<file path="src/rtl/mmqspi_ctrl.sv">
module mmqspi_ctrl #(
  parameter int MAX_BYTES = 16,
  parameter int DIV_W     = 8,
  localparam int LEN_W    = (MAX_BYTES > 1) ? $clog2(MAX_BYTES) : 1,
  localparam int NIB_W    = $clog2(2 * MAX_BYTES + 4)
) (
  input  logic                   clk,
  input  logic                   rst_n,
  input  logic                   req,
  input  logic                   wr,
  input  logic [7:0]             cmd,
  input  logic [LEN_W-1:0]       len,
  input  logic [8*MAX_BYTES-1:0] wdata,
  input  logic [DIV_W-1:0]       half_div,
  output logic                   busy,
  output logic                   done,
  output logic                   lost,
  output logic                   deferred,
  output logic [8*MAX_BYTES-1:0] rdata,
  output logic                   sck_o,
  output logic                   sck_oe,
  output logic                   cs_pull,
  input  logic                   cs_i,
  output logic [3:0]             dio_o,
  output logic [3:0]             dio_oe,
  input  logic [3:0]             dio_i
);

  typedef enum logic [2:0] {S_IDLE, S_WAIT, S_SETUP, S_CLAIM, S_LO, S_HI, S_END} st_t;

  st_t                   st;
  logic [DIV_W-1:0]      hcnt;
  logic [NIB_W-1:0]      nib, last;
  logic                  free1, abort, wr_q;
  logic [7:0]            cmd_q;
  logic [8*MAX_BYTES-1:0] wd_q, rd_q;
  int unsigned           bofs;

  wire [DIV_W-1:0] hd       = (half_div == '0) ? DIV_W'(1) : half_div;
  wire             half_end = (hcnt == hd - DIV_W'(1));
  wire             rd_phase = !wr_q && (nib >= NIB_W'(2));

  assign busy  = (st != S_IDLE);
  assign rdata = rd_q;

  always_comb begin
    bofs = 0;
    if (nib >= NIB_W'(2))
      bofs = ((int'(nib) - 2) / 2) * 8 + (nib[0] ? 0 : 4);
    if (nib == NIB_W'(0))      dio_o = cmd_q[7:4];
    else if (nib == NIB_W'(1)) dio_o = cmd_q[3:0];
    else                       dio_o = wd_q[bofs +: 4];
  end

  always_ff @(posedge clk or negedge rst_n) begin
    if (!rst_n) begin
      st <= S_IDLE; hcnt <= '0; nib <= '0; last <= '0;
      free1 <= 1'b0; abort <= 1'b0; wr_q <= 1'b0; cmd_q <= '0;
      wd_q <= '0; rd_q <= '0; done <= 1'b0; lost <= 1'b0; deferred <= 1'b0;
      sck_o <= 1'b0; sck_oe <= 1'b0; cs_pull <= 1'b0; dio_oe <= 4'h0;
    end else begin
      done <= 1'b0;
      lost <= 1'b0;
      case (st)
        S_IDLE: if (req) begin
          wr_q  <= wr;
          cmd_q <= cmd;
          wd_q  <= wdata;
          last  <= NIB_W'({len, 1'b1}) + NIB_W'(2);
          free1 <= 1'b0;
          abort <= 1'b0;
          st    <= S_WAIT;
        end
        S_WAIT: if (cs_i) begin
          free1 <= 1'b1;
          if (free1) begin
            sck_oe   <= 1'b1;
            sck_o    <= 1'b0;
            dio_oe   <= 4'hF;
            nib      <= '0;
            deferred <= 1'b0;
            st       <= S_SETUP;
          end
        end else begin
          free1    <= 1'b0;
          deferred <= 1'b1;
        end
        S_SETUP: if (!cs_i) begin
          abort <= 1'b1;
          st    <= S_END;
        end else begin
          cs_pull <= 1'b1;
          st      <= S_CLAIM;
        end
        S_CLAIM: if (cs_i) begin
          abort   <= 1'b1;
          cs_pull <= 1'b0;
          st      <= S_END;
        end else begin
          hcnt <= '0;
          st   <= S_LO;
        end
        S_LO: if (half_end) begin
          hcnt  <= '0;
          sck_o <= 1'b1;
          if (rd_phase) rd_q[bofs +: 4] <= dio_i;
          st    <= S_HI;
        end else hcnt <= hcnt + DIV_W'(1);
        S_HI: if (half_end) begin
          hcnt  <= '0;
          sck_o <= 1'b0;
          if (nib == last) begin
            cs_pull <= 1'b0;
            st      <= S_END;
          end else begin
            nib <= nib + NIB_W'(1);
            if (!wr_q && nib == NIB_W'(1)) dio_oe <= 4'h0;
            st  <= S_LO;
          end
        end else hcnt <= hcnt + DIV_W'(1);
        S_END: begin
          sck_oe <= 1'b0;
          dio_oe <= 4'h0;
          done   <= 1'b1;
          lost   <= abort;
          st     <= S_IDLE;
        end
        default: st <= S_IDLE;
      endcase
    end
  end


  idle_release_chk: assert property (@(posedge clk) disable iff (!rst_n)
    !busy |-> (!sck_oe && dio_oe == 4'h0 && !cs_pull));


  cs_after_drive_chk: assert property (@(posedge clk) disable iff (!rst_n)
    cs_pull |-> sck_oe);


  guard_chk: assert property (@(posedge clk) disable iff (!rst_n)
    $rose(cs_pull) |-> ($past(cs_i) && $past(cs_i, 2)));


  defer_chk: assert property (@(posedge clk) disable iff (!rst_n)
    deferred |-> (busy && !cs_pull && !sck_oe));


  lost_done_chk: assert property (@(posedge clk) disable iff (!rst_n)
    lost |-> done);


  sck_idle_chk: assert property (@(posedge clk) disable iff (!rst_n)
    !cs_pull |-> !sck_o);


  release_order_chk: assert property (@(posedge clk) disable iff (!rst_n)
    $fell(cs_pull) |-> sck_oe);


  done_end_chk: assert property (@(posedge clk) disable iff (!rst_n)
    done |-> (!busy && $past(busy)));

endmodule

</file>
<file path="config.mk">
export PLATFORM = sky130hd
export DESIGN_NAME = mmqspi_ctrl
export DESIGN_NICKNAME = d
export VERILOG_FILES = /design/src/rtl/mmqspi_ctrl.sv
export SDC_FILE = /design/constraint.sdc
export NUM_CORES = 1
export LEC_CHECK = 0
export ABC_AREA = 1
export BUFFER_PORTS_ARGS = -buffer_cell sky130_fd_sc_hd__clkbuf_2
export CORE_UTILIZATION = 60
export CTS_CLUSTER_DIAMETER = 40
export DETAILED_ROUTE_END_ITERATION = 12
export PLACE_DENSITY = 0.86
export SYNTH_ARGS = -nofsm -noshare
export SYNTH_HDL_FRONTEND = slang
export SYNTH_SLANG_ARGS = --single-unit
</file>
<file path="constraint.sdc">
create_clock -name clk -period 8.4 [get_ports clk]
set_input_delay 0.84 -clock clk [delete_from_list [all_inputs] [get_ports clk]]
set_output_delay 0.84 -clock clk [all_outputs]
set_load 0.005 [all_outputs]
</file>
==> run metrics <==
Core Area=roughly 25000 µm²; DRT iter0 DRCs=1747; Post-CTS Hold Buffers=0; Critical Path RT=7.56 ns; Mapped Area=15550 µm²; Cell Chain, Critical Path=inv_1, nand2_1, nand3_4, nand2_2, inv_2, nor2_1, nand2_1, nand4_1, o311ai_0, a31oi_1, or3b_2, a22oi_1, clkbuf_2; maximum VDD drop=about 0.00017 V; RSZ-0062 raised after global routing=false; Placement Cell Area=approximately 17000 µm²; Hold Crit Class=in -> async; fin nets=2454; Worst Setup Slack, final=2.138 ns; CP arrival=5.42 ns; dpl hpwl=29930 µm; CTS Buf Count=37; # setup viols final=0; drt drc=0; post-synth cell types=44; Wirelength per Cell=approximately 17 µm; die height=163 µm; Area Growth Syn to Fin=17.98%; I/O Pins=300; CP Class=reg -> out; GR Overflow Total=0; nature of the critical path endpoint=primary output; Synth Instances=2047; sequential element share of the synthesized area=0.4779; setup total negative slack=0 ns; post-CTS setup buffer count=0; CTS resizes=0; synth top area cells=dfrtp_1, nand2_1, o21ai_0; Most Frequent Cell on Critical Path=nand2_1; GRT met3 Usage=0.05195; Clock Latency Late Sink=0.53 ns; vias in the first global route=14470; Critical-path top delay cell=inv_2; Fillers=1937; ant diodes=0; WL final=43890 µm; asr flop ratio synth=1.000; Place WS=2.463 ns; EDFF count, synth=0; Power Dens Cells=226.0 nW/µm²; measured slew at the worst slew-check pin=1.143 ns; Syn Area/Cell=7.598 µm²; PortBufs=~300; initial antenna violation count=0; initial core utilization=0.6141; Max Cap Viol=0; Root Buffer=clkbuf_16; Vias=15340; ANT nets after route=0; GR peak layer=met2; CP Launch Type=flip-flop; relative slew slack=0.2328; top-count cell post-synth=nand2_1; Final Slew Violations=0; peak fanout along the critical path=68; Seq cells post-synth=297; CP max stage delay=0.96 ns; Overall Global Routing Usage=0.3351; share of cells above drive strength 1=0.1829; status=complete, no violations; global-route wire length before repair=71430 µm; met2 global-route usage=0.5453; largest net degree at the start of global routing=196; DRT Pass-1 Iters=6; final instance area=18350 µm²; total power=slightly above 4000 µW; post-route minimum period=6.262 ns; fmax=0.1597 GHz; clock-pin slew on the worst setup and hold paths=0.06 ns; ys flop type=dfrtp_1; row count=58; clock buffer depth=3; # clock sinks=297; Yosys top cell by area=dfrtp_1; Tcrit/Tclk final=0.7455; vias per std cell=5.817; Fin. Hold Viols=0; met1 Use GR=0.4538; syn_nets=2222; Clock Skews=0.01188 ns; share of the synthesized area in the top cell type=0.4779; most frequent cells after synthesis=nand2_1, dfrtp_1, o21ai_0, inv_1, nand4_1; TritonCTS clock tree=yes; Die Span X=about 160 µm; htree depth=2; Leak=0.009940 µW; global placement routability congestion=between 0.9 and 1; final hold slack=0.3923 ns; die area=between 20000 and 30000 µm²; Syn. warnings=0
## worst max-delay path, delay by kind of cell (launching register included)
family | cells | cell delay, ns
AND/OR/NAND/NOR | 7 | 2.04
buffers and inverters | 3 | 1.73
flip-flops | 1 | 0.56
AO/OA/AOI/OAI | 3 | 0.55
## layout by cell type (no fill, tap or decap), drive strengths merged, types with 4 or more instances in the layout
cell type,n
nand2,733
clkbuf,347
dfrtp,297
o21ai,173
inv,163
nand4,127
nor2,124
nand3,97
a21oi,63
nor3,46
nor4,18
xor2,18
ha,18
buf,12
o22ai,11
o211ai,10
xnor2,8
clkinv,7
o221ai,6
a22oi,5
clkinvlp,4
## cell families (layout without fill, tap and decap cells)
family | Yosys count | count (layout) | synth area share
xor gates and xnor gates | 26 | 26 | 0.01464
DFF | 297 | 297 | 0.4779
AOI/OAI and AO/OA | 281 | 281 | 0.09759
and+or+nand+nor | 1150 | 1150 | 0.3251
adders and majority gates | 18 | 18 | 0.01448
buffers and inverters | 275 | 535 | 0.07031
## state kept, by name (all words and copies together) (netlist names), 3 cells and up
register and count:
rdata 128, wd_q 128, cmd_q 8, hcnt 8, last 6, nib 6
st 3
## through the flow
stage | instances | utilization
floorplan | 2047 | -
global placement | 2570 | 0.6754
detailed placement | 2570 | 0.6754
CTS | 2637 | 0.7245
global route | 2637 | 0.7245
finish | 2637 | 0.7245
## metal layers
layer,vias up,share of wire
met2,806,0.47
met5,-,0
li1,7219,-
met4,0,0.036
met1,7193,0.41
met3,122,0.080
## area by class of cell
| type | instances | area [µm²] | share of cell area |
|---|---|---|---|
| Timing Repair Buffer | 310 | 1614 | 0.08796 |
| Multi-Input combinational cell | 1475 | 7054 | 0.3845 |
| Clock inverter | 18 | 201.4 | 0.01098 |
| Inverter | 158 | 593.1 | 0.03232 |
| Tap cell | 330 | 412.9 | 0.02250 |
| Sequential cell | 297 | 7432 | 0.4050 |
| Clock buffer | 49 | 1041 | 0.05673 |
## path summary, 6_finish.rpt
kind	from	to	slack [ns]	depth (start not counted)
min reg2reg	wd_q[54]	wd_q[54]	0.46	2
max	nib[0]	dio_o[3]	2.14	13
min	rst_n	hcnt[6]	0.39	1
max reg2reg	nib[0]	rdata[5]	2.18	15
max in group asynchronous	rst_n	wd_q[91]	6.59	2
min in group clk	wd_q[54]	wd_q[54]	0.46	2
## report_power, final
group          leakage (µW)  internal, µW  switching, µW  total (µW)
logic               0.00553           244            759        1000
registers           0.00381          1490           56.4        1550
clock network      0.000600           952            643        1590
Power figures use the tool's default switching activity.
